### config.mk
export PLATFORM = sky130hd
export DESIGN_NAME = soft_resp_decider
export DESIGN_NICKNAME = d
export VERILOG_FILES = /design/src/rtl/srd_pkg.sv /design/src/rtl/srd_eval_counter.sv /design/src/rtl/srd_classifier.sv /design/src/rtl/srd_word_packer.sv /design/src/rtl/soft_resp_decider.sv
export SDC_FILE = /design/constraint.sdc
export NUM_CORES = 1
export LEC_CHECK = 0
export ABC_AREA = 0
export BUFFER_PORTS_ARGS = -buffer_cell sky130_fd_sc_hd__buf_2
export CAP_MARGIN = 20
export CORE_MARGIN = 3
export CORE_UTILIZATION = 50
export CTS_BUF_LIST = sky130_fd_sc_hd__clkbuf_4
export CTS_CLUSTER_SIZE = 28
export DETAILED_ROUTE_END_ITERATION = 16
export GPL_ROUTABILITY_DRIVEN = 0
export MAX_ROUTING_LAYER = met4
export PLACE_DENSITY = 0.72
export SLEW_MARGIN = 20
export SYNTH_ARGS = -nofsm -noshare
export SYNTH_HDL_FRONTEND = slang
export SYNTH_SLANG_ARGS = --single-unit
### constraint.sdc
create_clock -name clk -period 12.3 [get_ports clk]
set_clock_uncertainty 0.15 [all_clocks]
set_input_delay 0.615 -clock clk [delete_from_list [all_inputs] [get_ports clk]]
set_output_delay 0.615 -clock clk [all_outputs]
set_load 0.05 [all_outputs]
### src/rtl/srd_pkg.sv
package srd_pkg;
  typedef enum logic {
    MODE_ENROLL = 1'b0,
    MODE_AUTH   = 1'b1
  } srd_mode_e;

  typedef enum logic {
    ST_IDLE = 1'b0,
    ST_RUN  = 1'b1
  } srd_state_e;
endpackage

### src/rtl/srd_eval_counter.sv
module srd_eval_counter #(
  parameter int CNT_W = 8
) (
  input  logic             clk,
  input  logic             rst,
  input  logic             launch,
  input  logic [CNT_W-1:0] n_reps,
  input  logic             eval_ack,
  input  logic             eval_bit,
  output logic             eval_req,
  output logic [CNT_W-1:0] ones,
  output logic             fin
);
  logic [CNT_W-1:0] issued;
  logic [CNT_W:0]   issued_nx;

  assign issued_nx = {1'b0, issued} + (CNT_W+1)'(1);

  always_ff @(posedge clk) begin
    if (rst) begin
      eval_req <= 1'b0;
      ones     <= '0;
      issued   <= '0;
      fin      <= 1'b0;
    end else begin
      fin <= 1'b0;
      if (launch) begin
        eval_req <= 1'b1;
        ones     <= '0;
        issued   <= '0;
      end else if (eval_req && eval_ack) begin
        ones   <= ones + CNT_W'(eval_bit);
        issued <= issued_nx[CNT_W-1:0];
        if (issued_nx == {1'b0, n_reps}) begin
          eval_req <= 1'b0;
          fin      <= 1'b1;
        end
      end
    end
  end

  AST_ONES_BOUND: assert property (@(posedge clk) disable iff (rst)
    ones <= issued);
  AST_FIN_COUNT: assert property (@(posedge clk) disable iff (rst)
    fin |-> (issued == n_reps));
  AST_FIN_DROPS_REQ: assert property (@(posedge clk) disable iff (rst)
    fin |-> !eval_req);
endmodule

### src/rtl/srd_classifier.sv
module srd_classifier #(
  parameter int CNT_W = 8,
  parameter int THR_W = 4,
  parameter int SCALE = 10
) (
  input  logic             mode_auth,
  input  logic [CNT_W-1:0] ones,
  input  logic [CNT_W-1:0] n_reps,
  input  logic [THR_W-1:0] lo_thr,
  input  logic [THR_W-1:0] hi_thr,
  output logic             bit_o,
  output logic             keep_o
);
  localparam int PROD_W = CNT_W + THR_W + 1;

  logic [PROD_W-1:0] ones_scaled, lo_lim, hi_lim, ones_dbl, n_w;
  logic zero_ok, one_ok, mid_one;

  always_comb begin
    ones_scaled = PROD_W'(ones) * PROD_W'(SCALE);
    lo_lim      = PROD_W'(n_reps) * PROD_W'(lo_thr);
    hi_lim      = PROD_W'(n_reps) * PROD_W'(hi_thr);
    ones_dbl    = PROD_W'(ones) << 1;
    n_w         = PROD_W'(n_reps);
    zero_ok     = (ones_scaled <= lo_lim);
    one_ok      = (ones_scaled >= hi_lim);
    mid_one     = (ones_dbl > n_w);
    if (mode_auth) begin
      bit_o  = mid_one;
      keep_o = 1'b1;
    end else begin
      keep_o = zero_ok | one_ok;
      bit_o  = one_ok & ~zero_ok;
    end
  end
endmodule

### src/rtl/srd_word_packer.sv
module srd_word_packer #(
  parameter int WORD_W = 128
) (
  input  logic              clk,
  input  logic              rst,
  input  logic              push,
  input  logic              bit_in,
  output logic              word_valid,
  output logic [WORD_W-1:0] word_data
);
  localparam int IDX_W = $clog2(WORD_W);
  localparam logic [IDX_W-1:0] LAST = IDX_W'(WORD_W - 1);

  logic [IDX_W-1:0] fill;

  always_ff @(posedge clk) begin
    if (rst) begin
      fill       <= '0;
      word_valid <= 1'b0;
      word_data  <= '0;
    end else begin
      word_valid <= 1'b0;
      if (push) begin
        word_data <= {bit_in, word_data[WORD_W-1:1]};
        if (fill == LAST) begin
          fill       <= '0;
          word_valid <= 1'b1;
        end else begin
          fill <= fill + IDX_W'(1);
        end
      end
    end
  end

  AST_WORD_SPACING: assert property (@(posedge clk) disable iff (rst)
    word_valid |=> !word_valid);
  AST_VALID_AFTER_PUSH: assert property (@(posedge clk) disable iff (rst)
    word_valid |-> $past(push));
endmodule

### src/rtl/soft_resp_decider.sv
module soft_resp_decider #(
  parameter int CNT_W  = 8,
  parameter int THR_W  = 4,
  parameter int SCALE  = 10,
  parameter int WORD_W = 128
) (
  input  logic              clk,
  input  logic              rst,
  input  logic              start,
  input  logic              mode_auth,
  input  logic              helper_discard,
  input  logic [CNT_W-1:0]  cfg_reps,
  input  logic [THR_W-1:0]  cfg_lo_tenths,
  input  logic [THR_W-1:0]  cfg_hi_tenths,
  output logic              busy,
  output logic              eval_req,
  input  logic              eval_ack,
  input  logic              eval_bit,
  output logic              done,
  output logic              res_bit,
  output logic              res_keep,
  output logic              word_valid,
  output logic [WORD_W-1:0] word_data
);
  import srd_pkg::*;

  srd_state_e       state;
  srd_mode_e        mode_q;
  logic [CNT_W-1:0] n_q;
  logic [THR_W-1:0] lo_q, hi_q;
  logic [CNT_W-1:0] n_eff, ones;
  logic             accept, skip, launch, fin, cls_bit, cls_keep, push;

  assign n_eff  = (cfg_reps == '0) ? CNT_W'(1) : cfg_reps;
  assign accept = start && (state == ST_IDLE);
  assign skip   = accept && mode_auth && helper_discard;
  assign launch = accept && !skip;
  assign busy   = (state == ST_RUN);
  assign push   = fin && (mode_q == MODE_AUTH);

  always_ff @(posedge clk) begin
    if (rst) begin
      state    <= ST_IDLE;
      mode_q   <= MODE_ENROLL;
      n_q      <= CNT_W'(1);
      lo_q     <= '0;
      hi_q     <= '0;
      done     <= 1'b0;
      res_bit  <= 1'b0;
      res_keep <= 1'b0;
    end else begin
      done <= 1'b0;
      if (skip) begin
        done     <= 1'b1;
        res_bit  <= 1'b0;
        res_keep <= 1'b0;
      end else if (launch) begin
        state  <= ST_RUN;
        mode_q <= srd_mode_e'(mode_auth);
        n_q    <= n_eff;
        lo_q   <= cfg_lo_tenths;
        hi_q   <= cfg_hi_tenths;
      end else if (fin) begin
        state    <= ST_IDLE;
        done     <= 1'b1;
        res_bit  <= cls_bit;
        res_keep <= cls_keep;
      end
    end
  end

  srd_eval_counter #(.CNT_W(CNT_W)) u_counter (
    .clk(clk), .rst(rst), .launch(launch), .n_reps(n_q),
    .eval_ack(eval_ack), .eval_bit(eval_bit),
    .eval_req(eval_req), .ones(ones), .fin(fin)
  );

  srd_classifier #(.CNT_W(CNT_W), .THR_W(THR_W), .SCALE(SCALE)) u_classifier (
    .mode_auth(mode_q == MODE_AUTH), .ones(ones), .n_reps(n_q),
    .lo_thr(lo_q), .hi_thr(hi_q), .bit_o(cls_bit), .keep_o(cls_keep)
  );

  srd_word_packer #(.WORD_W(WORD_W)) u_packer (
    .clk(clk), .rst(rst), .push(push), .bit_in(cls_bit),
    .word_valid(word_valid), .word_data(word_data)
  );

  AST_SKIP_NO_EVAL: assert property (@(posedge clk) disable iff (rst)
    skip |=> (done && !res_keep && !eval_req && !busy));
  AST_REQ_IN_RUN: assert property (@(posedge clk) disable iff (rst)
    eval_req |-> busy);
  AST_DONE_IDLE: assert property (@(posedge clk) disable iff (rst)
    done |-> !busy);
  AST_CFG_HELD: assert property (@(posedge clk) disable iff (rst)
    (busy && $past(busy)) |-> ($stable(n_q) && $stable(mode_q)));
  AST_WORD_WITH_DONE: assert property (@(posedge clk) disable iff (rst)
    word_valid |-> (done && res_keep));
endmodule

==> results.txt <==
The run finished with clean final reports. In the layout the commonest cells are sky130_fd_sc_hd__nand2_1 (336), sky130_fd_sc_hd__a21oi_1 (181), sky130_fd_sc_hd__dfxtp_1 (175). The H-tree was split into 4 levels. The switching part of the total is 0.276.

The proportion of layout cells with a drive suffix above 1 is 0.153. The logs give 2 for the worst-case clock buffer depth and 186 MHz for the fmax. In this run the worst hold path is classified as input pin to register. Clock-pin slew was measured on the worst setup and hold paths at 0.15 ns. Yosys printed 0 warnings. For this design, the CTS-stage hold fixing added 0 buffers. The combinational family with the most area after synthesis was simple AND/OR/NAND/NOR gates. The most used flip-flop cell after synthesis is sky130_fd_sc_hd__dfxtp_1. The internal power of the cells is 0.726 mW, and the mean instance size in the synthesized netlist is 7.87 um^2. Root buffer cell: sky130_fd_sc_hd__clkbuf_4.

For this design the total switching power over the nets is 0.277 mW. The worst setup path is launched from a register. In this run the static leakage power is 4.56 nW. Areal power density over the cells: 96.1 nW/um^2. TritonCTS built the clock tree.

The first TritonRoute pass finished after 5 iterations. During placement, the flow inserted port buffers numbering 156. Data on the critical path arrives at its endpoint at 5.71 ns.

The critical path is of the register to register type. The number of maximum-capacitance constraint violations was 0. Summing every instance area after synthesis gives 9240 um^2.

Total number of placement rows: 49. The post-detailed-route DRC marker count came out at 0. The number of different library cells in the post-synthesis netlist was 46. The finished layout cell area was 10400 um^2; the maximum number of pins on one net before global-route repair was 111. The placeable core region is 18100 um^2, and the proportion of synthesized chip area in sequential cells is 0.379. Number of synthesized flops with an enable pin: 0. The critical path endpoint category was a register.

157 I/O pins were placed. For the power share of the clock group, the log shows 0.355. The initial standard-cell utilization of the core is 0.511, and the total buffers and inverters traversed by the critical path is 1.

The XOR/XNOR share of the synthesized area works out to 0.0417. Dividing the detail-routed via count by the number of cells gives 5.25. Counting every sink on the clock net gives 175. Initial DRC count: 410.

After detailed routing, the wire length on met1 is 9.93 mm. For the post-synthesis cell count, the log shows 1174. The adder and majority gate portion of the synthesized area works out to 0.158. The signal on the critical path passes through nand2_1 -> fa_1 -> fa_1 -> inv_1 -> ha_1 -> a21oi_1 -> nor2b_1 -> o31a_1 -> or4_4 -> a2111oi_0 -> nor4_1 -> ha_1 -> nand4_1 -> a211oi_1 -> nor2_1 -> a311oi_1 -> a21oi_1 -> a311oi_1. The worst supply voltage drop on vdd was 0.0862 mV; the post-route antenna net violation count was 0. For this run the aggregate overflow at the end of global routing stands at 0. The time the worst path needs with I/O delays and setup was 5.39 ns; the wire length of the first global-routing pass was 35.8 mm.

The sequential share of power is 0.582, and the total via count in the routed design is 8049. Setup slack on the critical path of the routed design comes to 6.91 ns. Power comes to 1.00 mW. In this design, the largest share of critical-path delay is due to compound AO/OA/AOI/OAI gates. The simple-gate area share of the yosys netlist was 0.232. The highest metal layer carrying signal wires in the routed design is met4. Setup repair after global routing left no endpoint under its margin. The remaining max-slew budget at the tightest pin came out at 0.286. The fraction of the cycle the final worst path needs was 0.438. The die height works out to 142 um. From synthesis to final layout, the design area changed by 12.9%. For the setup slack at placement, the log shows 7.06 ns. The slew at the pin closest to its max-slew limit works out to 1.07 ns. The number of buffers created by CTS is 17, and the multiplexer fraction of the synthesized cell area is 0.00108. The run gives 9.74 mm as the met2 wire length.

The biggest cell delay along the critical path came out at 0.60 ns. On the critical path, the stage with the largest delay is an instance of sky130_fd_sc_hd__dfxtp_1. After clock tree synthesis, the setup repair step added 0 buffers. In the detailed route, the total length drawn on met3 is 1.61 mm. The run gives 0 as the final-report setup violation count. Per-cell routed wire length: 14.2 um.

After detailed routing, the total wire length is 21.7 mm. STA puts the critical path data required time at 12.62 ns. The post-synthesis compound-gate area fraction works out to 0.135. The most common cell after layout, fill and taps aside was sky130_fd_sc_hd__nand2_1.

Horizontal extent of the die: 142 um. In this run the cell area measured after placement is 10100 um^2. The via count of the first global-routing pass is 7401, and the aggregate negative setup slack is 0 ns. The number of gates resized after CTS was 0. The synthesized design contains 175 register bits. The initial antenna violation count came out at 4. For the overall fraction of global-route tracks in use, the log shows 0.222. The logs give 20100 um^2 for the area enclosed by the die boundary and 1412 for the number of nets in the final layout. Count of pins over their slew limit: 0. For the utilization after layout, the log shows 0.577. The power share of the combinational group was 0.064; the number of nets produced by synthesis was 1299. The run gives 0 as the final-report hold violation count. In this run the worst path has a maximum fanout of 11.

The async set-reset flop share out of synthesis works out to 0. The tools report the half-perimeter wire length after detailed placement as 15.0 mm. Clock latency on the worst-skew pair, taken at its later pin, is 0.57 ns.
-- power groups by stage --
| stage | clock network (mW) | logic, mW | registers [mW] |
|---|---|---|---|
| final | 0.355 | 0.0637 | 0.584 |
| after global routing | 0.390 | 0.0733 | 0.585 |
| after CTS | 0.367 | 0.0639 | 0.583 |
| after detailed placement | 0 | 0.0635 | 0.595 |
| after global placement | 0 | 0.0628 | 0.595 |
| after floorplan | 0 | 0.0482 | 0.590 |
-- cell type report --
| type | instances | area (um^2) |
|---|---|---|
| well taps | 229 | 287 |
| multi-input cells | 871 | 5260 |
| repair buffers | 160 | 817 |
| clock buffers | 17 | 128 |
| fillers | 1649 | 7650 |
| flip-flops and latches | 175 | 3500 |
| inverters | 62 | 233 |
| diodes | 4 | 10.0 |
| clock inverters | 15 | 195 |
-- metal layers --
layer  up-vias  track usage
met1      3728        0.298
met5         -            -
met4         0       0.0606
met3        31       0.0624
met2       214        0.330
li1       4076            -
-- registers in the layout, indices dropped and copies added (netlist names) --
name                 flops
res_bit                  1
u_packer.word_valid      1
busy                     1
mode_q                   1
u_counter.eval_req       1
u_counter.issued         8
hi_q                     4
u_counter.fin            1
res_keep                 1
u_counter.ones           8
done                     1
n_q                      8
u_packer.fill            7
u_packer.word_data     128
lo_q                     4
-- worst min-delay path: cells and delay by family --
family                 cells  cell delay [ns]
AND/OR/NAND/NOR            1             0.05
AO/OA/AOI/OAI              1             0.05
buffers and inverters      1             0.10
-- cells in the mapped netlist (all sizes together), types with 7 or more instances --
cell | instances | area [um^2]
dfxtp | 175 | 3500
nor3 | 9 | 45.0
a21oi | 181 | 906
nor2b | 9 | 56.3
a21o | 7 | 52.6
nand3 | 10 | 50.1
nor2 | 44 | 165
ha | 77 | 963
and2 | 46 | 288
fa | 25 | 500
nand2b | 8 | 50.1
clkbuf | 56 | 210
nand2 | 337 | 1260
xor2 | 22 | 193
o21ai | 11 | 55.1
inv | 62 | 233
buf | 10 | 40.0
xnor2 | 22 | 193
and3 | 7 | 43.8
nand4 | 9 | 56.3
-- through the flow --
stage / instances / hold WS, ns
3_5_place_dp: 1497 / 0.306
3_3_place_gp: 1497 / 0.292
5_1_grt: 1533 / 0.0856
4_1_cts: 1529 / 0.0698
6_report: 1533 / 0.130
2_1_floorplan: 1174 / 0.299
-- final timing paths --
check,cells past startpoint,endpoint,slack (ns),start
max reg2reg,18,res_bit,6.91,n_q[0]
min reg2reg,2,u_packer.word_data[118],0.32,u_packer.word_data[119]
min,3,n_q[2],0.13,cfg_reps[2]
max,18,res_bit,6.91,n_q[0]
-- cells by family after synthesis --
group / Yosys count
adders and majority gates: 102
xor gates and xnor gates: 44
DFF: 175
buffers and inverters: 128
AOI/OAI and AO/OA: 228
muxes: 1
and+or+nand+nor: 496
(Power assumes the default switching activity.)
